$ cat config.mk
export PLATFORM = sky130hd
export DESIGN_NAME = ffirst_vl_trunc
export DESIGN_NICKNAME = d
export VERILOG_FILES = /design/src/rtl/ffvl_pkg.sv /design/src/rtl/ffvl_elem_test.sv /design/src/rtl/ffvl_idx_ctr.sv /design/src/rtl/ffirst_vl_trunc.sv
export SDC_FILE = /design/constraint.sdc
export NUM_CORES = 1
export LEC_CHECK = 0
export BUFFER_PORTS_ARGS = -buffer_cell sky130_fd_sc_hd__buf_2
export CAP_MARGIN = 20
export CORE_MARGIN = 2
export CORE_UTILIZATION = 45
export DETAILED_ROUTE_END_ITERATION = 7
export HOLD_SLACK_MARGIN = 0.06
export MAX_ROUTING_LAYER = met4
export PLACE_DENSITY = 0.69
export SLEW_MARGIN = 30
export SYNTH_ARGS = -nofsm -noshare
export SYNTH_HDL_FRONTEND = slang
export SYNTH_SLANG_ARGS = --single-unit
$ cat constraint.sdc
create_clock -name clk -period 2.4 [get_ports clk]
set_input_delay 0.24 -clock clk [delete_from_list [all_inputs] [get_ports clk]]
set_output_delay 0.24 -clock clk [all_outputs]
set_load 0.01 [all_outputs]
$ cat src/rtl/ffvl_pkg.sv
package ffvl_pkg;

    typedef enum logic [1:0] {
        ST_IDLE   = 2'd0,
        ST_SCAN   = 2'd1,
        ST_FINISH = 2'd2
    } ffvl_state_e;

    typedef enum logic {
        MODE_CR   = 1'b0,
        MODE_LDST = 1'b1
    } ffvl_mode_e;

endpackage

$ cat src/rtl/ffvl_elem_test.sv
module ffvl_elem_test
    import ffvl_pkg::*;
#(
    parameter int CR_W  = 4,
    localparam int SEL_W = $clog2(CR_W)
) (
    input  ffvl_mode_e       mode,
    input  logic [SEL_W-1:0] sel,
    input  logic             fail_set,
    input  logic [CR_W-1:0]  cr,
    input  logic             fault,
    output logic             fail
);

    logic [CR_W-1:0] bit_fails;

    for (genvar b = 0; b < CR_W; b++) begin : g_bit
        assign bit_fails[b] = (cr[b] == fail_set);
    end

    always_comb begin
        unique case (mode)
            MODE_CR:   fail = bit_fails[sel];
            MODE_LDST: fail = fault;
            default:   fail = 1'b0;
        endcase
    end

endmodule

$ cat src/rtl/ffvl_idx_ctr.sv
module ffvl_idx_ctr #(
    parameter int MAX_VL = 64,
    localparam int IDX_W = $clog2(MAX_VL)
) (
    input  logic             clk,
    input  logic             rst_n,
    input  logic             clear,
    input  logic             advance,
    input  logic [IDX_W-1:0] last_idx,
    output logic [IDX_W-1:0] idx,
    output logic             at_last
);

    always_ff @(posedge clk) begin
        if (!rst_n)       idx <= '0;
        else if (clear)   idx <= '0;
        else if (advance) idx <= idx + 1'b1;
    end

    assign at_last = (idx == last_idx);

    AST_ADV_BEFORE_LAST: assert property (@(posedge clk) disable iff (!rst_n)
        advance |-> !at_last);
    AST_ADV_STEP: assert property (@(posedge clk) disable iff (!rst_n)
        (advance && !clear) |=> (idx == $past(idx) + 1'b1));

endmodule

$ cat src/rtl/ffirst_vl_trunc.sv
module ffirst_vl_trunc
    import ffvl_pkg::*;
#(
    parameter int MAX_VL = 64,
    parameter int CR_W   = 4,
    localparam int VL_W  = $clog2(MAX_VL + 1),
    localparam int IDX_W = $clog2(MAX_VL),
    localparam int SEL_W = $clog2(CR_W)
) (
    input  logic             clk,
    input  logic             rst_n,
    input  logic             in_valid,
    output logic             in_ready,
    input  logic [VL_W-1:0]  req_vl,
    input  logic             req_mode,
    input  logic [SEL_W-1:0] req_sel,
    input  logic             req_fail_set,
    output logic [IDX_W-1:0] elem_idx,
    input  logic [CR_W-1:0]  elem_cr,
    input  logic             elem_fault,
    output logic             done,
    output logic [VL_W-1:0]  out_vl,
    output logic             trap,
    output logic             all_nop
);

    localparam logic [VL_W-1:0] VL_CAP = VL_W'(MAX_VL);

    ffvl_state_e      state_q, state_d;
    ffvl_mode_e       mode_q;
    logic [SEL_W-1:0] sel_q;
    logic             pol_q;
    logic [VL_W-1:0]  vl_q;
    logic [IDX_W-1:0] last_q;

    logic [VL_W-1:0]  vl_clamp;
    logic [VL_W-1:0]  vl_less1;
    logic             accept;
    logic             elem_fail;
    logic             at_last;
    logic             ctr_advance;
    logic [IDX_W-1:0] idx;

    assign vl_clamp = (req_vl > VL_CAP) ? VL_CAP : req_vl;
    assign vl_less1 = vl_clamp - 1'b1;
    assign accept   = in_valid && in_ready;

    ffvl_elem_test #(.CR_W(CR_W)) i_test (
        .mode     (mode_q),
        .sel      (sel_q),
        .fail_set (pol_q),
        .cr       (elem_cr),
        .fault    (elem_fault),
        .fail     (elem_fail)
    );

    assign ctr_advance = (state_q == ST_SCAN) && !elem_fail && !at_last;

    ffvl_idx_ctr #(.MAX_VL(MAX_VL)) i_ctr (
        .clk      (clk),
        .rst_n    (rst_n),
        .clear    (accept),
        .advance  (ctr_advance),
        .last_idx (last_q),
        .idx      (idx),
        .at_last  (at_last)
    );

    // State register
    always_ff @(posedge clk) begin
        if (!rst_n) state_q <= ST_IDLE;
        else        state_q <= state_d;
    end

    // Next-state logic
    always_comb begin
        state_d = state_q;
        unique case (state_q)
            ST_IDLE:   if (in_valid) state_d = (vl_clamp == '0) ? ST_FINISH : ST_SCAN;
            ST_SCAN:   if (elem_fail || at_last) state_d = ST_FINISH;
            ST_FINISH: state_d = ST_IDLE;
            default:   state_d = ST_IDLE;
        endcase
    end

    // Request capture
    always_ff @(posedge clk) begin
        if (!rst_n) begin
            mode_q <= MODE_CR;
            sel_q  <= '0;
            pol_q  <= 1'b0;
            vl_q   <= '0;
            last_q <= '0;
        end else if (accept) begin
            mode_q <= ffvl_mode_e'(req_mode);
            sel_q  <= req_sel;
            pol_q  <= req_fail_set;
            vl_q   <= vl_clamp;
            last_q <= vl_less1[IDX_W-1:0];
        end
    end

    // Result registers, loaded only on entry to FINISH
    always_ff @(posedge clk) begin
        if (!rst_n) begin
            out_vl  <= '0;
            trap    <= 1'b0;
            all_nop <= 1'b0;
        end else begin
            unique case (state_q)
                ST_IDLE: if (in_valid && vl_clamp == '0) begin
                    out_vl  <= '0;
                    trap    <= 1'b0;
                    all_nop <= 1'b1;
                end
                ST_SCAN: if (elem_fail) begin
                    if (mode_q == MODE_LDST && idx == '0) begin
                        out_vl  <= vl_q;
                        trap    <= 1'b1;
                        all_nop <= 1'b0;
                    end else begin
                        out_vl  <= VL_W'(idx);
                        trap    <= 1'b0;
                        all_nop <= (idx == '0);
                    end
                end else if (at_last) begin
                    out_vl  <= vl_q;
                    trap    <= 1'b0;
                    all_nop <= 1'b0;
                end
                default: ;
            endcase
        end
    end

    // Outputs
    always_comb begin
        in_ready = (state_q == ST_IDLE);
        done     = (state_q == ST_FINISH);
        elem_idx = idx;
    end

    AST_DONE_ONE_CYCLE: assert property (@(posedge clk) disable iff (!rst_n)
        done |=> !done);
    AST_READY_AFTER_DONE: assert property (@(posedge clk) disable iff (!rst_n)
        done |=> in_ready);
    AST_LDST_NO_ZERO: assert property (@(posedge clk) disable iff (!rst_n)
        (done && mode_q == MODE_LDST && vl_q != '0) |-> (out_vl != '0));
    AST_TRAP_LDST_ONLY: assert property (@(posedge clk) disable iff (!rst_n)
        (done && trap) |-> (mode_q == MODE_LDST && out_vl == vl_q));
    AST_VL_BOUND: assert property (@(posedge clk) disable iff (!rst_n)
        done |-> (out_vl <= vl_q));
    AST_NOP_NO_TRAP: assert property (@(posedge clk) disable iff (!rst_n)
        (done && all_nop) |-> (!trap && out_vl == '0));
    AST_RESULT_HELD: assert property (@(posedge clk) disable iff (!rst_n)
        (state_d != ST_FINISH) |=> ($stable(out_vl) && $stable(trap)));

endmodule

After elaboration in Yosys (flattened, before gate mapping) --
Cells that the tools add are included.
Storage, ports and cells: bits in registers 34, bits of input ports 19, output and inout port bits 17, word-level logic and storage cells 64
Operators by class: add/subtract/negate cells 2, order comparisons 2, eq/ne operators 11, muxes and demuxes 22, bitwise logic cells 2, reductions and logical operators 15
Operators by type and width (number):
- 7-bit two-way mux | 5
- 7-bit one-hot mux with 2 select lines | 1
- 1-bit two-way mux | 8
- 7-bit > comparator, second input constant | 1
- 7-bit logical NOT | 1
- 6-bit by 1-bit adder with 6-bit output, second input constant | 1
- 6-bit == test | 1
- 6-bit logical NOT | 1
- 2-bit two-way mux | 3
- 1-bit one-hot mux with 2 select lines | 3
- 6-bit by 1-bit subtractor with 6-bit output, second input constant | 1
- 1-bit logical AND | 5
- 1-bit == test | 4
- 2-bit by 1-bit inequality test with 1-bit output, second input constant | 2
- 2-bit one-hot mux with 2 select lines | 1
- 2-bit by 3-bit less-than comparator with 1-bit output, second input constant | 1
- 3-bit inequality test, second input constant | 1
- 3-bit AND reduction | 1
- 1-bit binary-select mux with 2-bit select | 1
- 2-bit by 1-bit == test with 1-bit output, second input constant | 1
- 2-bit == test, second input constant | 1
- 1-bit logical NOT | 2
- 2-bit logical NOT | 1
- 2-bit inequality test, second input constant | 1
- other kinds (5) | 6

Longest topological paths before layout --
depth in word-level cells 7, gate-level depth with buffers 7, gate-level depth less buffers 7

Modules after synthesis --
A second synthesis with hierarchy kept.
Second synthesis, totals: cells, all modules 178, area, all modules 1575.3 µm²
Modules (own cells, without submodules):
- ffirst_vl_trunc | instances 1, cells an instance 141, area each 1226.2 µm², seq. area each 560.5 µm²
- ffvl_idx_ctr | instances 1, cells an instance 33, area each 309.0 µm², seq. area each 120.1 µm²
- ffvl_elem_test | instances 1, cells an instance 4, area each 40.0 µm², seq. area each 0.0 µm²

Worst setup path after synthesis --
Ideal clock, no wire load.
path type reg2reg, start point register i_ctr.idx[0], end point register out_vl[6], setup time 72 ps, arrival time 1839 ps, required time 2328 ps, setup slack 489 ps, stages on the path, launching flop included 8, path buffers 0, period minus slack after synthesis 1911 ps, path through dfxtp_1 inv_1 ha_1 or4b_1 nor2_2 o211ai_1 or3_1 mux2i_1
On the way: longest elaborated chain between the ends 5, elaborated cells on any way between the ends 8, classes of those cells eq/ne (2); mux (3); reduce/logical (3)
Ends and longest elaborated chain:
- from (decl) | line ffvl_idx_ctr.sv:10 | output logic [IDX_W-1:0] idx,
- from (signal assigned) | line ffvl_idx_ctr.sv:17 | else if (advance) idx <= idx + 1'b1;
- 6-bit logical NOT | line ffirst_vl_trunc.sv:117 | if (mode_q == MODE_LDST && idx == '0) begin
- 1-bit logical AND | line ffirst_vl_trunc.sv:117
- 7-bit two-way mux | line ffirst_vl_trunc.sv:117
- 7-bit two-way mux | line ffirst_vl_trunc.sv:116 | ST_SCAN: if (elem_fail) begin
- 7-bit one-hot mux with 2 select lines | line ffirst_vl_trunc.sv:110 | unique case (state_q)
- to (signal assigned) | line ffirst_vl_trunc.sv:118 | out_vl <= vl_q;
- to (signal assigned) | line ffirst_vl_trunc.sv:122 | out_vl <= VL_W'(idx);
- to (signal assigned) | line ffirst_vl_trunc.sv:127 | out_vl <= vl_q;
- to (decl) | line ffirst_vl_trunc.sv:22 | output logic [VL_W-1:0] out_vl,
Several ways; a longest one is shown, not always the timed one. A chain may end at the register's enable or synchronous reset.

Final worst setup path --
start point register sel_q[0], end point register all_nop
On the way: longest elaborated chain between the ends 5, elaborated cells on any way between the ends 7, classes of those cells eq/ne (1); mux (5); reduce/logical (1)
Ends and longest elaborated chain:
- from (decl) | line ffirst_vl_trunc.sv:31 | logic [SEL_W-1:0] sel_q;
- from (signal assigned) | line ffirst_vl_trunc.sv:96 | sel_q <= req_sel;
- 1-bit binary-select mux with 2-bit select * | line ffvl_elem_test.sv:23 | MODE_CR: fail = bit_fails[sel];
- 1-bit two-way mux (implied by the code) * | line ffvl_elem_test.sv:23
- 1-bit one-hot mux with 2 select lines * | line ffvl_elem_test.sv:22 | unique case (mode)
- 3-bit inequality test (no source line) / 1-bit two-way mux (equally long branches)
- 3-bit AND reduction (no source line) / 1-bit one-hot mux with 2 select lines (equally long branches)
- to (signal assigned) | line ffirst_vl_trunc.sv:124 | all_nop <= (idx == '0);
- to (decl) | line ffirst_vl_trunc.sv:24 | output logic all_nop
Mark *: on every way between the ends. The rest lies on a longest branch, timed or not. The select of a mux whose other input is x is not followed.

==> impl_metrics.toml <==
[die]
die_extent_in_y_um = 66.7
row_count = 22
core_area_mm2 = 0.00372
area_of_the_die_mm2 = 0.00445
initial_utilization_pct = 47.6
die_w_um = 66.7
ios = 36

[pwr]
p_seq_share_pct = 48.6
share_comb_of_total_power_pct = 19.9
swShare_pct = 30.1
netSwitchingPower_uw = 383
post-layout-total-power_mw = 1.27
power_per_cell_area_mw_per_mm2 = 616
clockPowerShare_pct = 31.5
internal-power_uw = 892
max-vdd-ir-drop_mv = 0.328
total_leakage_power_nw = 0.884

[synthesis]
post_synth_instance_area_mm2 = 0.00177
yosys.cell_types.count = 47
synth_edf_count = 0
yosysSeqAreaShare_pct = 38.5
synthTopCellsByArea = "sky130_fd_sc_hd__dfxtp_1, sky130_fd_sc_hd__nand2_1, sky130_fd_sc_hd__mux2i_1"
yosys_most_used_dff = "sky130_fd_sc_hd__dfxtp_1"
synth_area_leader_cell = "sky130_fd_sc_hd__dfxtp_1"
ys_ff_latch = 34
synthCells = 209
syn-num-nets = 232
portion_of_synthesized_cell_area_occupied_by_the_leading_cell_type_pct = 38.5
ys_warn_count = 0
postSynth.asyncResetShare_pct = 0
syn_avg_cell_area_um2 = 8.47

[setup_path]
rrSetupSlack_ps = 260
cp.required_ps = 2580
critical_path.top_delay_family = "compound AO/OA/AOI/OAI gates"
crit_top_cell = "sky130_fd_sc_hd__mux2i_1"
worst_path_max_delay_cell = "sky130_fd_sc_hd__o31a_2"
worst_setup_path_end_kind = "register"
worstSetupStartpointType = "register"
critical_path.max_fanout = 11
criticalPathCategory = "register to register"
critical_path_cell_by_cell = "mux2i_1 -> mux2i_1 -> nand3_1 -> o31a_2 -> o221a_1"
worst-endpoint-arrival_ps = 2330
worst_path_largest_cell_delay_ps = 470
timing.critical_path.buf_inv = 0

[routing]
drc_errors = 0
detailroute.via_count = 1616
drt_iter0_drc = 130
routed_wire_length_per_instance_um = 14.0
detail_route.vias_per_cell = 5.50
drt_first_pass_iters = 4
drt_wl_total_um = 4130
drt.antenna.violating_nets = 0

[grt]
antenna_violations_before_repair = 0
grt_usage_pct = 21.5
grt_pass1_wl_um = 6970
vias_in_the_first_global_route = 1533
grt_overflow = 0
grt_start_max_net_pins = 32

[clock_tree]
clock_tree_from_tritoncts = "done"
clk_root_buffer_cell = "sky130_fd_sc_hd__clkbuf_8"
h_tree_depth = 2
cts_inserted_buffers = 5
worst_skew_pair.late_latency_ps = 290
maximum_number_of_buffers_from_clock_root_to_sink = 2
cts_hold_buffers = 0
worst_setup_hold_path_clk_slew_ps = 70
postCtsResizedCells = 0
post_cts.repair.setup_buffers = 0
cts.sinks = 34

[timing]
final.min_clock_period_ps = 2140
timing_hold_violations_final = 0
whs_ps = 191
rsz_0062_raised_after_global_routing = "false"
fin_crit_sh_pct = 89.3
maxSlewViolCount = 0
finalSetupViolations = 0
fmaxAchievable_mhz = 466
worst_pin_slew_ps = 646
fin_tns_setup_ps = 0
finalClockSkew_ps = 4.45
worst_slew_margin_rel_pct = 56.7

[flow_run]
maxCapViolations = 0

[run_status]
status = "finished, final reports clean"

[placed_design]
buffer_ports.inserted = 35
dp_hpwl_um = 3100
gp_congestion = 0.878

[final_layout]
final_cell_mix = "sky130_fd_sc_hd__buf_2, sky130_fd_sc_hd__dfxtp_1, sky130_fd_sc_hd__nand2_1, sky130_fd_sc_hd__nor2_1, sky130_fd_sc_hd__a21oi_1"
finish.net_count = 269
post_route_cells_drive_above_1_share_pct = 20.3
most_common_cell_after_layout_fill_and_taps_aside = "sky130_fd_sc_hd__buf_2"
layout_area_overhead_pct = 17.0
num_antenna_cells = 0

[min_path]
hold_class = "input pin to register"
-- final cells by class --
type	instances	area, um2
Multi-Input combinational cell	162	1030
Inverter	4	15.0
Sequential cell	34	681
Fill cell	375	1650
Clock buffer	7	76.3
Tap cell	48	60.1
Timing Repair Buffer	39	205
-- power by group through the flow --
stage	Sequential, mW	Clock [mW]	Combinational [mW]
floorplan	0.628	0	0.185
global placement	0.631	0	0.250
detailed placement	0.632	0	0.253
CTS	0.619	0.406	0.253
global route	0.623	0.430	0.286
finish	0.619	0.402	0.254
-- kinds of logic after synthesis --
logic type | Yosys count | share of synthesized area (%)
compound gates | 49 | 19.2
mux | 10 | 5.66
fa+ha+maj | 4 | 2.83
buf+inv | 13 | 3.11
xor+xnor | 9 | 4.46
simple gates | 90 | 26.2
flops | 34 | 38.5
-- stage by stage --
step	cells	area, um2	utilization [%]	worst slack [ps]
floorplan	209	1770	-	489
global placement	287	1990	53.7	332
detailed placement	287	1990	53.7	264
CTS	294	2070	55.7	254
global route	294	2070	55.7	28.5
finish	294	2070	55.7	256
-- sequential cells by signal, indices dropped and copies added, names as in the netlist --
| name | cells |
|---|---|
| all_nop | 1 |
| i_ctr.idx | 6 |
| last_q | 6 |
| mode_q | 1 |
| out_vl | 7 |
| pol_q | 1 |
| sel_q | 2 |
| state_q | 2 |
| trap | 1 |
| vl_q | 7 |
-- Yosys cell counts (4+ instances only) --
cell type	n
sky130_fd_sc_hd__a21boi_0	6
sky130_fd_sc_hd__a21oi_1	12
sky130_fd_sc_hd__a31oi_1	4
sky130_fd_sc_hd__and2_1	5
sky130_fd_sc_hd__clkbuf_1	6
sky130_fd_sc_hd__dfxtp_1	34
sky130_fd_sc_hd__ha_1	4
sky130_fd_sc_hd__mux2i_1	10
sky130_fd_sc_hd__nand2_1	33
sky130_fd_sc_hd__nand2b_1	4
sky130_fd_sc_hd__nor2_1	13
sky130_fd_sc_hd__nor2b_1	5
sky130_fd_sc_hd__nor3_1	6
sky130_fd_sc_hd__nor3b_1	6
sky130_fd_sc_hd__o21ai_0	5
sky130_fd_sc_hd__o31ai_1	5
sky130_fd_sc_hd__o32ai_1	4
sky130_fd_sc_hd__xor2_1	7
-- routing by layer --
metal	vias to the layer above	track usage, %	wire, um
met5	-	-	0
met1	750	27.6	2040
met2	34	33.3	1860
met3	7	4.05	158
li1	825	-	-
met4	0	9.18	72
-- worst reg2reg max path, cell delays in order, from the launching register on --
cell                      delay, ps
sky130_fd_sc_hd__dfxtp_1        380
sky130_fd_sc_hd__mux2i_1        240
sky130_fd_sc_hd__mux2i_1        330
sky130_fd_sc_hd__nand3_1        370
sky130_fd_sc_hd__o31a_2         470
sky130_fd_sc_hd__o221a_1        250
-- path summary, 6_finish.rpt --
kind / startpoint / to / depth (start not counted)
worst max-delay path: sel_q[0] / all_nop / 5
worst min-delay path: req_sel[1] / sel_q[1] / 3
worst max register to register: sel_q[0] / all_nop / 5
worst min register to register: out_vl[6] / out_vl[6] / 2
No activity file was read; power rests on OpenSTA's default activity.
